File: config.mk
export PLATFORM = sky130hd
export DESIGN_NAME = ctx_irq_arbiter
export DESIGN_NICKNAME = d
export VERILOG_FILES = /design/src/rtl/irq_arb_pkg.sv /design/src/rtl/src_eligible.sv /design/src/rtl/ctx_pick.sv /design/src/rtl/ctx_irq_arbiter.sv
export SDC_FILE = /design/constraint.sdc
export NUM_CORES = 1
export LEC_CHECK = 0
export BUFFER_PORTS_ARGS = -buffer_cell sky130_fd_sc_hd__buf_2
export CAP_MARGIN = 20
export CORE_MARGIN = 1.5
export CORE_UTILIZATION = 34
export DETAILED_ROUTE_END_ITERATION = 6
export PLACE_DENSITY = 0.6
export SYNTH_ARGS = -nofsm -noshare
export SYNTH_HDL_FRONTEND = slang
export SYNTH_HIERARCHICAL = 1
export SYNTH_SLANG_ARGS = --single-unit
File: constraint.sdc
create_clock -name clk -period 51.7 [get_ports clk]
set_clock_uncertainty 0.1 [all_clocks]
set_input_delay 10.34 -clock clk [delete_from_list [all_inputs] [get_ports clk]]
set_output_delay 10.34 -clock clk [all_outputs]
set_load 0.02 [all_outputs]
File: src/rtl/irq_arb_pkg.sv
package irq_arb_pkg;

    // Width of a source identifier able to name every source.
    function automatic int id_width(input int n_src);
        return (n_src <= 2) ? 1 : $clog2(n_src);
    endfunction

endpackage

File: src/rtl/src_eligible.sv
module src_eligible #(
    parameter int NUM_SRC = 32
) (
    input  logic [NUM_SRC-1:0] pending,
    input  logic [NUM_SRC-1:0] claimed,
    input  logic [NUM_SRC-1:0] enable,
    output logic [NUM_SRC-1:0] elig
);

    // Identifier 0 is reserved as "no source", so bit 0 is forced low.
    assign elig[0] = 1'b0;

    for (genvar i = 1; i < NUM_SRC; i++) begin : g_bit
        assign elig[i] = pending[i] & enable[i] & ~claimed[i];
    end

    // Source 0 bits feed nothing; keep them referenced for completeness.
    logic src0_unused;
    assign src0_unused = pending[0] ^ claimed[0] ^ enable[0];

endmodule

File: src/rtl/ctx_pick.sv
module ctx_pick #(
    parameter int NUM_SRC = 32,
    parameter int PRIO_W  = 3,
    parameter int ID_W    = 5
) (
    input  logic                      clk,
    input  logic                      rst_n,
    input  logic [NUM_SRC-1:0]        elig,
    input  logic [NUM_SRC*PRIO_W-1:0] prio_flat,
    input  logic [PRIO_W-1:0]         thresh,
    output logic [ID_W-1:0]           pick_id,
    output logic                      pick_valid
);

    logic [PRIO_W-1:0] best_prio;

    // Ascending scan with a strict compare: a later source replaces the
    // current best only with a higher priority, so ties keep the lower ID.
    always_comb begin
        best_prio  = thresh;
        pick_id    = '0;
        pick_valid = 1'b0;
        for (int i = 0; i < NUM_SRC; i++) begin
            if (i != 0 && elig[i] &&
                prio_flat[i*PRIO_W +: PRIO_W] > best_prio) begin
                best_prio  = prio_flat[i*PRIO_W +: PRIO_W];
                pick_id    = ID_W'(i);
                pick_valid = 1'b1;
            end
        end
    end

    logic [PRIO_W-1:0] picked_prio;
    always_comb begin
        picked_prio = '0;
        for (int i = 0; i < NUM_SRC; i++) begin
            if (pick_id == ID_W'(i)) picked_prio = prio_flat[i*PRIO_W +: PRIO_W];
        end
    end


    zero_prio_loses_chk: assert property (@(posedge clk) disable iff (!rst_n)
        pick_valid |-> picked_prio != '0);


    src0_never_picked_chk: assert property (@(posedge clk) disable iff (!rst_n)
        pick_valid |-> pick_id != '0);

endmodule

File: src/rtl/ctx_irq_arbiter.sv
module ctx_irq_arbiter
    import irq_arb_pkg::*;
#(
    parameter  int NUM_SRC = 32,
    parameter  int NUM_CTX = 4,
    parameter  int PRIO_W  = 3,
    localparam int ID_W    = id_width(NUM_SRC)
) (
    input  logic                      clk,
    input  logic                      rst_n,
    input  logic [NUM_SRC-1:0]        src_pending,
    input  logic [NUM_SRC-1:0]        src_claimed,
    input  logic [NUM_CTX*NUM_SRC-1:0] ctx_enable,
    input  logic [NUM_SRC*PRIO_W-1:0] src_prio,
    input  logic [NUM_CTX*PRIO_W-1:0] ctx_thresh,
    output logic [NUM_CTX*ID_W-1:0]   win_id,
    output logic [NUM_CTX-1:0]        ctx_irq
);

    logic [NUM_SRC-1:0] elig_w [NUM_CTX];

    for (genvar c = 0; c < NUM_CTX; c++) begin : g_ctx
        logic [ID_W-1:0] pick_id;
        logic            pick_valid;
        logic [ID_W-1:0] win_q;
        logic            irq_q;

        src_eligible #(.NUM_SRC(NUM_SRC)) u_elig (
            .pending (src_pending),
            .claimed (src_claimed),
            .enable  (ctx_enable[c*NUM_SRC +: NUM_SRC]),
            .elig    (elig_w[c])
        );

        ctx_pick #(.NUM_SRC(NUM_SRC), .PRIO_W(PRIO_W), .ID_W(ID_W)) u_pick (
            .clk        (clk),
            .rst_n      (rst_n),
            .elig       (elig_w[c]),
            .prio_flat  (src_prio),
            .thresh     (ctx_thresh[c*PRIO_W +: PRIO_W]),
            .pick_id    (pick_id),
            .pick_valid (pick_valid)
        );

        always_ff @(posedge clk) begin
            if (!rst_n) begin
                win_q <= '0;
                irq_q <= 1'b0;
            end else begin
                win_q <= pick_id;
                irq_q <= pick_valid;
            end
        end

        assign win_id[c*ID_W +: ID_W] = win_q;
        assign ctx_irq[c]             = irq_q;
    end

    // ------------------------------------------------------------------
    // Checker state: snapshot of the inputs the outputs were built from,
    // with the best qualifying priority found by a separate max search.
    // ------------------------------------------------------------------
    logic [PRIO_W-1:0]  prio_q   [NUM_SRC];
    logic [PRIO_W-1:0]  thresh_q [NUM_CTX];
    logic [NUM_SRC-1:0] elig_q   [NUM_CTX];
    logic [PRIO_W-1:0]  max_c    [NUM_CTX];
    logic [PRIO_W-1:0]  max_q    [NUM_CTX];
    logic [NUM_CTX-1:0] any_c, any_q;

    always_comb begin
        for (int c = 0; c < NUM_CTX; c++) begin
            any_c[c] = 1'b0;
            max_c[c] = '0;
            for (int i = 1; i < NUM_SRC; i++) begin
                if (src_pending[i] && !src_claimed[i] && ctx_enable[c*NUM_SRC+i] &&
                    src_prio[i*PRIO_W +: PRIO_W] > ctx_thresh[c*PRIO_W +: PRIO_W]) begin
                    any_c[c] = 1'b1;
                    if (src_prio[i*PRIO_W +: PRIO_W] > max_c[c])
                        max_c[c] = src_prio[i*PRIO_W +: PRIO_W];
                end
            end
        end
    end

    always_ff @(posedge clk) begin
        if (!rst_n) begin
            any_q <= '0;
            for (int i = 0; i < NUM_SRC; i++) prio_q[i] <= '0;
            for (int c = 0; c < NUM_CTX; c++) begin
                thresh_q[c] <= '0;
                elig_q[c]   <= '0;
                max_q[c]    <= '0;
            end
        end else begin
            any_q <= any_c;
            for (int i = 0; i < NUM_SRC; i++) prio_q[i] <= src_prio[i*PRIO_W +: PRIO_W];
            for (int c = 0; c < NUM_CTX; c++) begin
                thresh_q[c] <= ctx_thresh[c*PRIO_W +: PRIO_W];
                elig_q[c]   <= elig_w[c];
                max_q[c]    <= max_c[c];
            end
        end
    end

    for (genvar c = 0; c < NUM_CTX; c++) begin : g_chk
        logic [ID_W-1:0] w;
        assign w = win_id[c*ID_W +: ID_W];


        win_eligible_chk: assert property (@(posedge clk) disable iff (!rst_n)
            (w != '0) |-> elig_q[c][w]);


        win_above_thresh_chk: assert property (@(posedge clk) disable iff (!rst_n)
            (w != '0) |-> prio_q[w] > thresh_q[c]);


        win_highest_chk: assert property (@(posedge clk) disable iff (!rst_n)
            (w != '0) |-> prio_q[w] == max_q[c]);


        none_gives_zero_chk: assert property (@(posedge clk) disable iff (!rst_n)
            !any_q[c] |-> w == '0);


        found_one_cycle_chk: assert property (@(posedge clk) disable iff (!rst_n)
            any_q[c] |-> w != '0);


        irq_tracks_id_chk: assert property (@(posedge clk) disable iff (!rst_n)
            ctx_irq[c] == (w != '0));
    end

endmodule

==> flow_summary.yaml, run 1 <==
floorplan:
  dieArea_um2: 61800
  core_um2: 59400
  die_w_um: 249
  start_util_pct: 34.6
  rows: 89
  io_pins: 326
  die_h_um: 249
worst_setup_path:
  cp_slowest_stage_delay_ns: 0.56
  crit_buf_inv: 9
  cpMostUsedCell: "ha_1"
  cp.arrival_ns: 49.55
  crit_family: "compound AO/OA/AOI/OAI gates"
  crit_path_max_fanout: 10
  slowest_stage: "or4_1"
  worstSetupEndpointType: "register"
  critPathKind: "in2reg"
  crit_required_ns: 51.76
  crit_path_start_kind: "input pin"
grt:
  grt_usage_pct: 23.2
  overflow: 0
  grt_antenna_before_repair: 8
  grt_max_degree: 31
  grt_pass1_wl_um: 119000
  grt_pass1_vias: 22800
worst_hold_path:
  hold_depth: 2
  min_path_type: "in2reg"
  hold_path_end: "g_chk[0].w[1]"
  hp-start: "rst_n"
detailed_routing:
  ant_nets: 0
  num_vias: 26100
  via_per_inst: 6.02
  routed_wl_um: 78400
  drt_iter0_markers: 2012
  drc: 3
  drt-pass1-iter-count: 7
  wl_per_cell_um: 18.1
layout:
  layout-drive-gt1-share_pct: 24.9
  final_common_cell: "nand2_1"
  multiInputGateArea_um2: 20100
  fin_nets: 4001
  regArea_um2: 480
  mostFrequentLayoutCells: "402 x nand2_1, 314 x buf_2, 251 x nor2_1, 224 x inv_1, 189 x a21oi_1"
  fill_cells: 6354
  area_growth_pct: 22.3
sta:
  fin_tns_setup_ns: 0
  min_period_over_period_pct: 95.7
  worst_pin_slew_ns: 1.06
  fmax_mhz: 20.2
  setup_viol: 0
  slew_violations: 0
  max_slew_margin_pct: 28.5
  hold_viol: 0
  holdWs_ns: 10.47
  period_minus_slack_ns: 49.50
run_status:
  outcome: "complete, but fails checks"
  violations: "DRC"
power_and_ir_drop:
  clkPwrFrac_pct: 3.9
  fin_total_pwr_w: 0.000496
  leakage_nw: 11.3
  p_seq_share_pct: 5.7
  p_sw_w: 0.000270
  swShare_pct: 54.4
  vdd_ir_drop_max_v: 0.0000131
  intPower_w: 0.000226
  p_comb_share_pct: 90.4
  power.density_nw_per_um2: 19.8
placement:
  gp_congestion: 0.931
  io_buffers: 316
  dp_hpwl_um: 64500
clock_network:
  clockBufferDepth: 2
  ctsRootBufferMaster: "clkbuf_16"
  cts.clk_slew.worst_paths_ns: 0.07
  holdBufCountCts: 0
  cts_num_sinks: 24
  htree_levels: 1
  cts_buffers: 3
  cts_tree: "yes"
synth:
  synth_area_um2: 20500
  synth_fp_nets: 3587
  yosysWarnings: 6
  avgSynthCellArea_um2: 6.54
  syn-instance-count: 3137
job:
  max_cap_violations: 0
-- worst max path at each step --
stage / startpoint / end / depth (start not counted)
final: src_prio[5] / g_ctx[2].irq_q / 220
after CTS: src_prio[4] / g_ctx[0].irq_q / 222
after global placement: src_prio[4] / g_ctx[0].irq_q / 221
after floorplan: ctx_thresh[1] / g_ctx[0].irq_q / 218
after detailed placement: src_prio[4] / g_ctx[2].irq_q / 220
after global routing: src_prio[5] / g_ctx[2].irq_q / 225
-- power groups by stage --
stage | combinational, W | sequential (W) | clock [W]
floorplan | 0.000273 | 0.0000315 | 0
global placement | 0.000382 | 0.0000286 | 0
detailed placement | 0.000387 | 0.0000284 | 0
CTS | 0.000391 | 0.0000280 | 0.0000194
global route | 0.000496 | 0.0000284 | 0.0000199
finish | 0.000449 | 0.0000283 | 0.0000192
-- layout make-up --
| cell class | instances | area share (%) |
|---|---|---|
| multi-input combinational | 2850 | 80.1 |
| antenna | 7 | 0.0698 |
| clock buffer | 4 | 0.354 |
| inverter | 224 | 3.35 |
| timing repair buffer | 448 | 10.3 |
| sequential | 24 | 1.91 |
| tap | 773 | 3.85 |
-- stage by stage --
step,std cells,setup WS (ns),instance area (um^2),utilization [%]
after floorplan,3137,3.00,20500,-
after global placement,4236,-0.154,23200,39.1
after detailed placement,4236,-0.580,23200,39.1
after CTS,4243,0.00658,23400,39.4
after global routing,4330,-0.357,25100,42.3
final,4330,2.20,25100,42.3
-- sequential cells by signal (all words and copies together), names as in the netlist --
| signal | count |
|---|---|
| g_chk.w | 20 |
| g_ctx.irq_q | 4 |
-- timing repair --
item / CTS / global route
pin swaps: 1 / 125
setup endpoints to repair: 10 / 24
resized for setup: 7 / 275
buffers inserted: 3 / 79
cloned: 0 / 0
-- routing by layer --
| layer | up-vias | global-route usage, % | part of all wire (%) |
|---|---|---|---|
| met5 | - | 0 | 0.015 |
| met4 | 2 | 7.50 | 3.0 |
| met3 | 107 | 2.93 | 6.6 |
| met2 | 868 | 37.9 | 45 |
| met1 | 12200 | 31.3 | 45 |
| li1 | 12900 | - | - |
Power figures use the tool's default switching activity.
==> run 2: changes to the inputs <==
Settings changed: CELL_PAD_IN_SITES_DETAIL_PLACEMENT set to 1, CELL_PAD_IN_SITES_GLOBAL_PLACEMENT set to 1, PLACE_DENSITY 0.6 to 0.79.
==> run 2 against run 1 <==
Effect of this change: the flow now finishes without violations; core utilization rose by 0.84 points; clock power up 24%; sequential power barely moved; flip-flop and latch count is the same; hold slack worse by 0.0022 ns; critical path depth is 5 higher; combinational power is 7.1% higher; first-iteration DRC count up 9.1%; wire length increased by 16%; final area grew 2.0%; critical path type unchanged; largest power group unchanged.
==> flow_summary.yaml, run 2 (synthesis results as in run 1) <==
job:
  max_cap_violations: 0
detailed_routing:
  via_per_inst: 6.27
  routed_wl_um: 91100
  wl_per_cell_um: 20.9
  drt_iter0_markers: 2195
  num_vias: 27300
  drt-pass1-iter-count: 5
  ant_nets: 0
  drc: 0
clock_network:
  ctsRootBufferMaster: "clkbuf_16"
  holdBufCountCts: 0
  cts_num_sinks: 24
  htree_levels: 1
  cts_buffers: 3
  cts.clk_slew.worst_paths_ns: 0.08
  cts_tree: "yes"
  clockBufferDepth: 2
sta:
  worst_pin_slew_ns: 1.12
  period_minus_slack_ns: 50.23
  min_period_over_period_pct: 97.2
  fmax_mhz: 19.9
  setup_viol: 0
  max_slew_margin_pct: 23.6
  slew_violations: 0
  hold_viol: 0
  holdWs_ns: 10.46
worst_setup_path:
  crit_required_ns: 51.77
  crit_buf_inv: 9
  crit_path_start_kind: "input pin"
  cpMostUsedCell: "ha_1"
  crit_family: "compound AO/OA/AOI/OAI gates"
  crit_path_max_fanout: 7
  worstSetupEndpointType: "register"
  cp.arrival_ns: 50.30
  critPathKind: "in2reg"
  slowest_stage: "or4_1"
  cp_slowest_stage_delay_ns: 0.45
floorplan:
  die_h_um: 249
  core_um2: 59400
  dieArea_um2: 61800
  die_w_um: 249
  io_pins: 326
  start_util_pct: 34.6
  rows: 89
power_and_ir_drop:
  vdd_ir_drop_max_v: 0.0000177
  power.density_nw_per_um2: 20.8
  fin_total_pwr_w: 0.000533
  leakage_nw: 11.5
layout:
  fin_nets: 4030
  final_common_cell: "nand2_1"
  largest_reg_flops: 20
  mostFrequentLayoutCells: "398 x nand2_1, 314 x buf_2, 241 x nor2_1, 221 x inv_1, 184 x a21oi_1"
  layout-drive-gt1-share_pct: 27.0
  stdcell_count: 4359
  area_growth_pct: 24.7
  fin_area_um2: 25600
  final_core_util_pct: 43.1
grt:
  grt_max_degree: 31
  grt_usage_pct: 26.1
  grt_antenna_before_repair: 5
  overflow: 0
  grt_pass1_wl_um: 135000
  grt_pass1_vias: 25900
placement:
  place_inst: 4239
  gp_congestion: 0.934
  dp_hpwl_um: 71200
  dpl_cell_area_um2: 23300
  io_buffers: 316
worst_hold_path:
  min_path_type: "in2reg"
run_status:
  outcome: "completed"
==> run 2: changes by cell type in the layout (fill, tap and decap cells not counted), moves of 4 or more <==
cell	previous run	this run
nor2_2	59	63
buf_4	129	159
a21oi_1	189	184
nor2_1	251	241
a211oi_2	11	16
ha_2	2	8
nand2_2	8	12
nor2_4	7	13
a21oi_2	24	28
nand2_1	402	398
a211oi_1	33	29
nand2b_1	26	22
ha_1	143	135
==> run 2: path summary, 6_finish.rpt <==
kind	end	start	cells after the start	slack, ns
min	g_chk[0].w[1]	rst_n	2	10.46
max	g_chk[2].w[2]	src_prio[4]	225	1.47
==> run 2: what timing repair did <==
action	CTS	global route
setup buffers	13	96
setup endpoints to repair	19	24
gates resized for setup	29	321
pin swaps	12	154
==> run 2: per-stage QoR <==
stage	setup WS [ns]	setup TNS, ns
after CTS	0.0175	0
after floorplan	3.00	0
after global placement	-0.202	-0.816
after detailed placement	-1.31	-14.00
after global routing	-0.663	-7.99
final	1.47	0
==> run 2: cell type report <==
type                            instances  area, um^2
Multi-Input combinational cell       2850       20400
Clock buffer                            3        75.1
Antenna cell                            7        17.5
Clock inverter                          1        30.0
Timing Repair Buffer                  477        2800
Tap cell                              773         967
Inverter                              224         841
Fill cell                            7874       33800
Sequential cell                        24         480
==> run 2: per-layer routing <==
layer	track usage (%)	routed length, um	vias up
met1	35.6	40000	13300
met4	7.59	2470	0
met5	0	0	-
li1	-	-	12900
met3	1.81	5420	155
met2	44.1	43100	934
==> run 2: power by group <==
part | internal, W | switching [W]
Combinational | 0.000199 | 0.000282
Clock | 0.0000155 | 0.00000838
Sequential | 0.0000239 | 0.00000422
==> run 3: changes to the inputs <==
Clock period 51.7 ns to 43.7 ns, I/O delays scaled along.
==> run 3 against run 2 <==
Effect of this change: the run now ends with setup timing left; highest routed layer is now met5; wire length grew 31%; global-route usage grew 3.8 points; sequential share of layout area shrank 0.34 points; via count grew 15%; clock-buffer cell count is the same; largest cell class unchanged.
==> flow_summary.yaml, run 3 (synthesis results as in run 1) <==
run_status:
  outcome: "complete, but fails checks"
  violations: "setup timing"
layout:
  largest_reg_flops: 20
  regArea_um2: 480
  mostFrequentLayoutCells: "625 x buf_4, 382 x nand2_1, 312 x buf_2, 212 x nor2_1, 210 x inv_1"
  fill_cells: 7505
  fin_nets: 4503
  multiInputGateArea_um2: 22400
  area_growth_pct: 52.2
  final_core_util_pct: 52.6
  final_common_cell: "buf_4"
  layout-drive-gt1-share_pct: 41.4
worst_setup_path:
  crit_path_max_fanout: 5
  crit_path_start_kind: "input pin"
  slowest_stage: "or4_1"
  crit_required_ns: 43.77
  cpMostUsedCell: "ha_4"
  critPathKind: "in2reg"
  worstSetupEndpointType: "register"
  cp.arrival_ns: 48.81
  cp_slowest_stage_delay_ns: 0.57
power_and_ir_drop:
  p_comb_share_pct: 92.5
  p_sw_w: 0.000460
  fin_total_pwr_w: 0.000873
  power.density_nw_per_um2: 27.9
  leakage_nw: 14.2
  clkPwrFrac_pct: 3.3
  swShare_pct: 52.7
  p_seq_share_pct: 4.2
  intPower_w: 0.000413
  vdd_ir_drop_max_v: 0.0000167
detailed_routing:
  drt-pass1-iter-count: 5
  via_per_inst: 6.52
  routed_wl_um: 119000
  ant_nets: 0
  wl_per_cell_um: 24.7
  drt_iter0_markers: 2583
  drc: 0
  num_vias: 31400
placement:
  io_buffers: 316
  dp_hpwl_um: 80000
  gp_congestion: 0.961
sta:
  fmax_mhz: 20.5
  max_slew_margin_pct: 15.5
  hold_viol: 0
  holdWs_ns: 8.89
  setup_viol: 24
  slew_violations: 0
  rsz0062_at_grt: "true"
  min_period_over_period_pct: 112
  period_minus_slack_ns: 48.74
  worst_slack_ns: -5.04
  worst_pin_slew_ns: 1.26
grt:
  grt_antenna_before_repair: 4
  overflow: 0
  grt_usage_pct: 30.0
  grt_max_degree: 31
  grt_pass1_wl_um: 155000
  grt_pass1_vias: 29500
clock_network:
  ctsRootBufferMaster: "clkbuf_16"
  cts_tree: "yes"
  cts_buffers: 3
  htree_levels: 1
  holdBufCountCts: 0
  clockBufferDepth: 2
  cts.clk_slew.worst_paths_ns: 0.08
  cts_num_sinks: 24
floorplan:
  core_um2: 59400
  start_util_pct: 34.6
  die_w_um: 249
  die_h_um: 249
  io_pins: 326
  dieArea_um2: 61800
  rows: 89
worst_hold_path:
  min_path_type: "in2reg"
job:
  max_cap_violations: 0
-- run 3: final cells by class --
type | instances | share of cell area, %
clock buffers | 3 | 0.240
inverters | 224 | 2.76
multi-input cells | 2850 | 71.8
clock inverters | 1 | 0.0961
flip-flops and latches | 24 | 1.54
well taps | 773 | 3.10
diodes | 1 | 0.00801
repair buffers | 950 | 20.5
-- run 3: per-layer routing --
layer  vias to the layer above  track usage [%]  wire length [um]
met5                         -                0                37
met3                       585             2.65              8460
met2                      1718             53.7             57200
met4                         6             13.0              8420
li1                      13900                -                 -
met1                     15300             36.5             44800
-- run 3: path summary, 6_finish.rpt --
path | startpoint | endpoint | slack (ns) | depth (start not counted)
hold / removal | rst_n | g_ctx[0].irq_q | 8.89 | 2
setup / recovery | src_prio[4] | g_chk[2].w[2] | -5.04 | 228
-- run 3: power by group through the flow --
stage	combinational, W	sequential (W)	clock (W)
final	0.000808	0.0000365	0.0000287
after global routing	0.000851	0.0000364	0.0000294
after detailed placement	0.000599	0.0000338	0
after floorplan	0.000365	0.0000373	0
after CTS	0.000628	0.0000334	0.0000282
after global placement	0.000573	0.0000339	0
-- run 3: what timing repair did --
| action | in CTS | in global routing |
|---|---|---|
| setup endpoints to repair | 24 | 24 |
| endpoints found under the hold margin | 0 | 0 |
| buffers inserted | 45 | 116 |
| pin swaps | 30 | 258 |
| gates resized for setup | 57 | 408 |
-- run 3: per-stage QoR --
stage / worst slack [ns] / TNS [ns] / std cells / instance area (um^2)
after floorplan: -1.09 / -10.74 / 3137 / 21800
after global placement: -2.92 / -56.38 / 4660 / 27600
after detailed placement: -4.23 / -85.76 / 4660 / 27600
after CTS: -3.23 / -69.92 / 4709 / 28400
after global routing: -6.44 / -129.85 / 4825 / 31200
final: -5.04 / -94.64 / 4826 / 31200
-- run 3: worst max-delay path, delay by kind of cell --
family | cells | cell delay, ns
and+or+nand+nor | 82 | 11.61
buffers and inverters | 12 | 1.19
AOI/OAI and AO/OA | 88 | 14.35
adders and majority gates | 39 | 10.65
muxes | 7 | 2.20
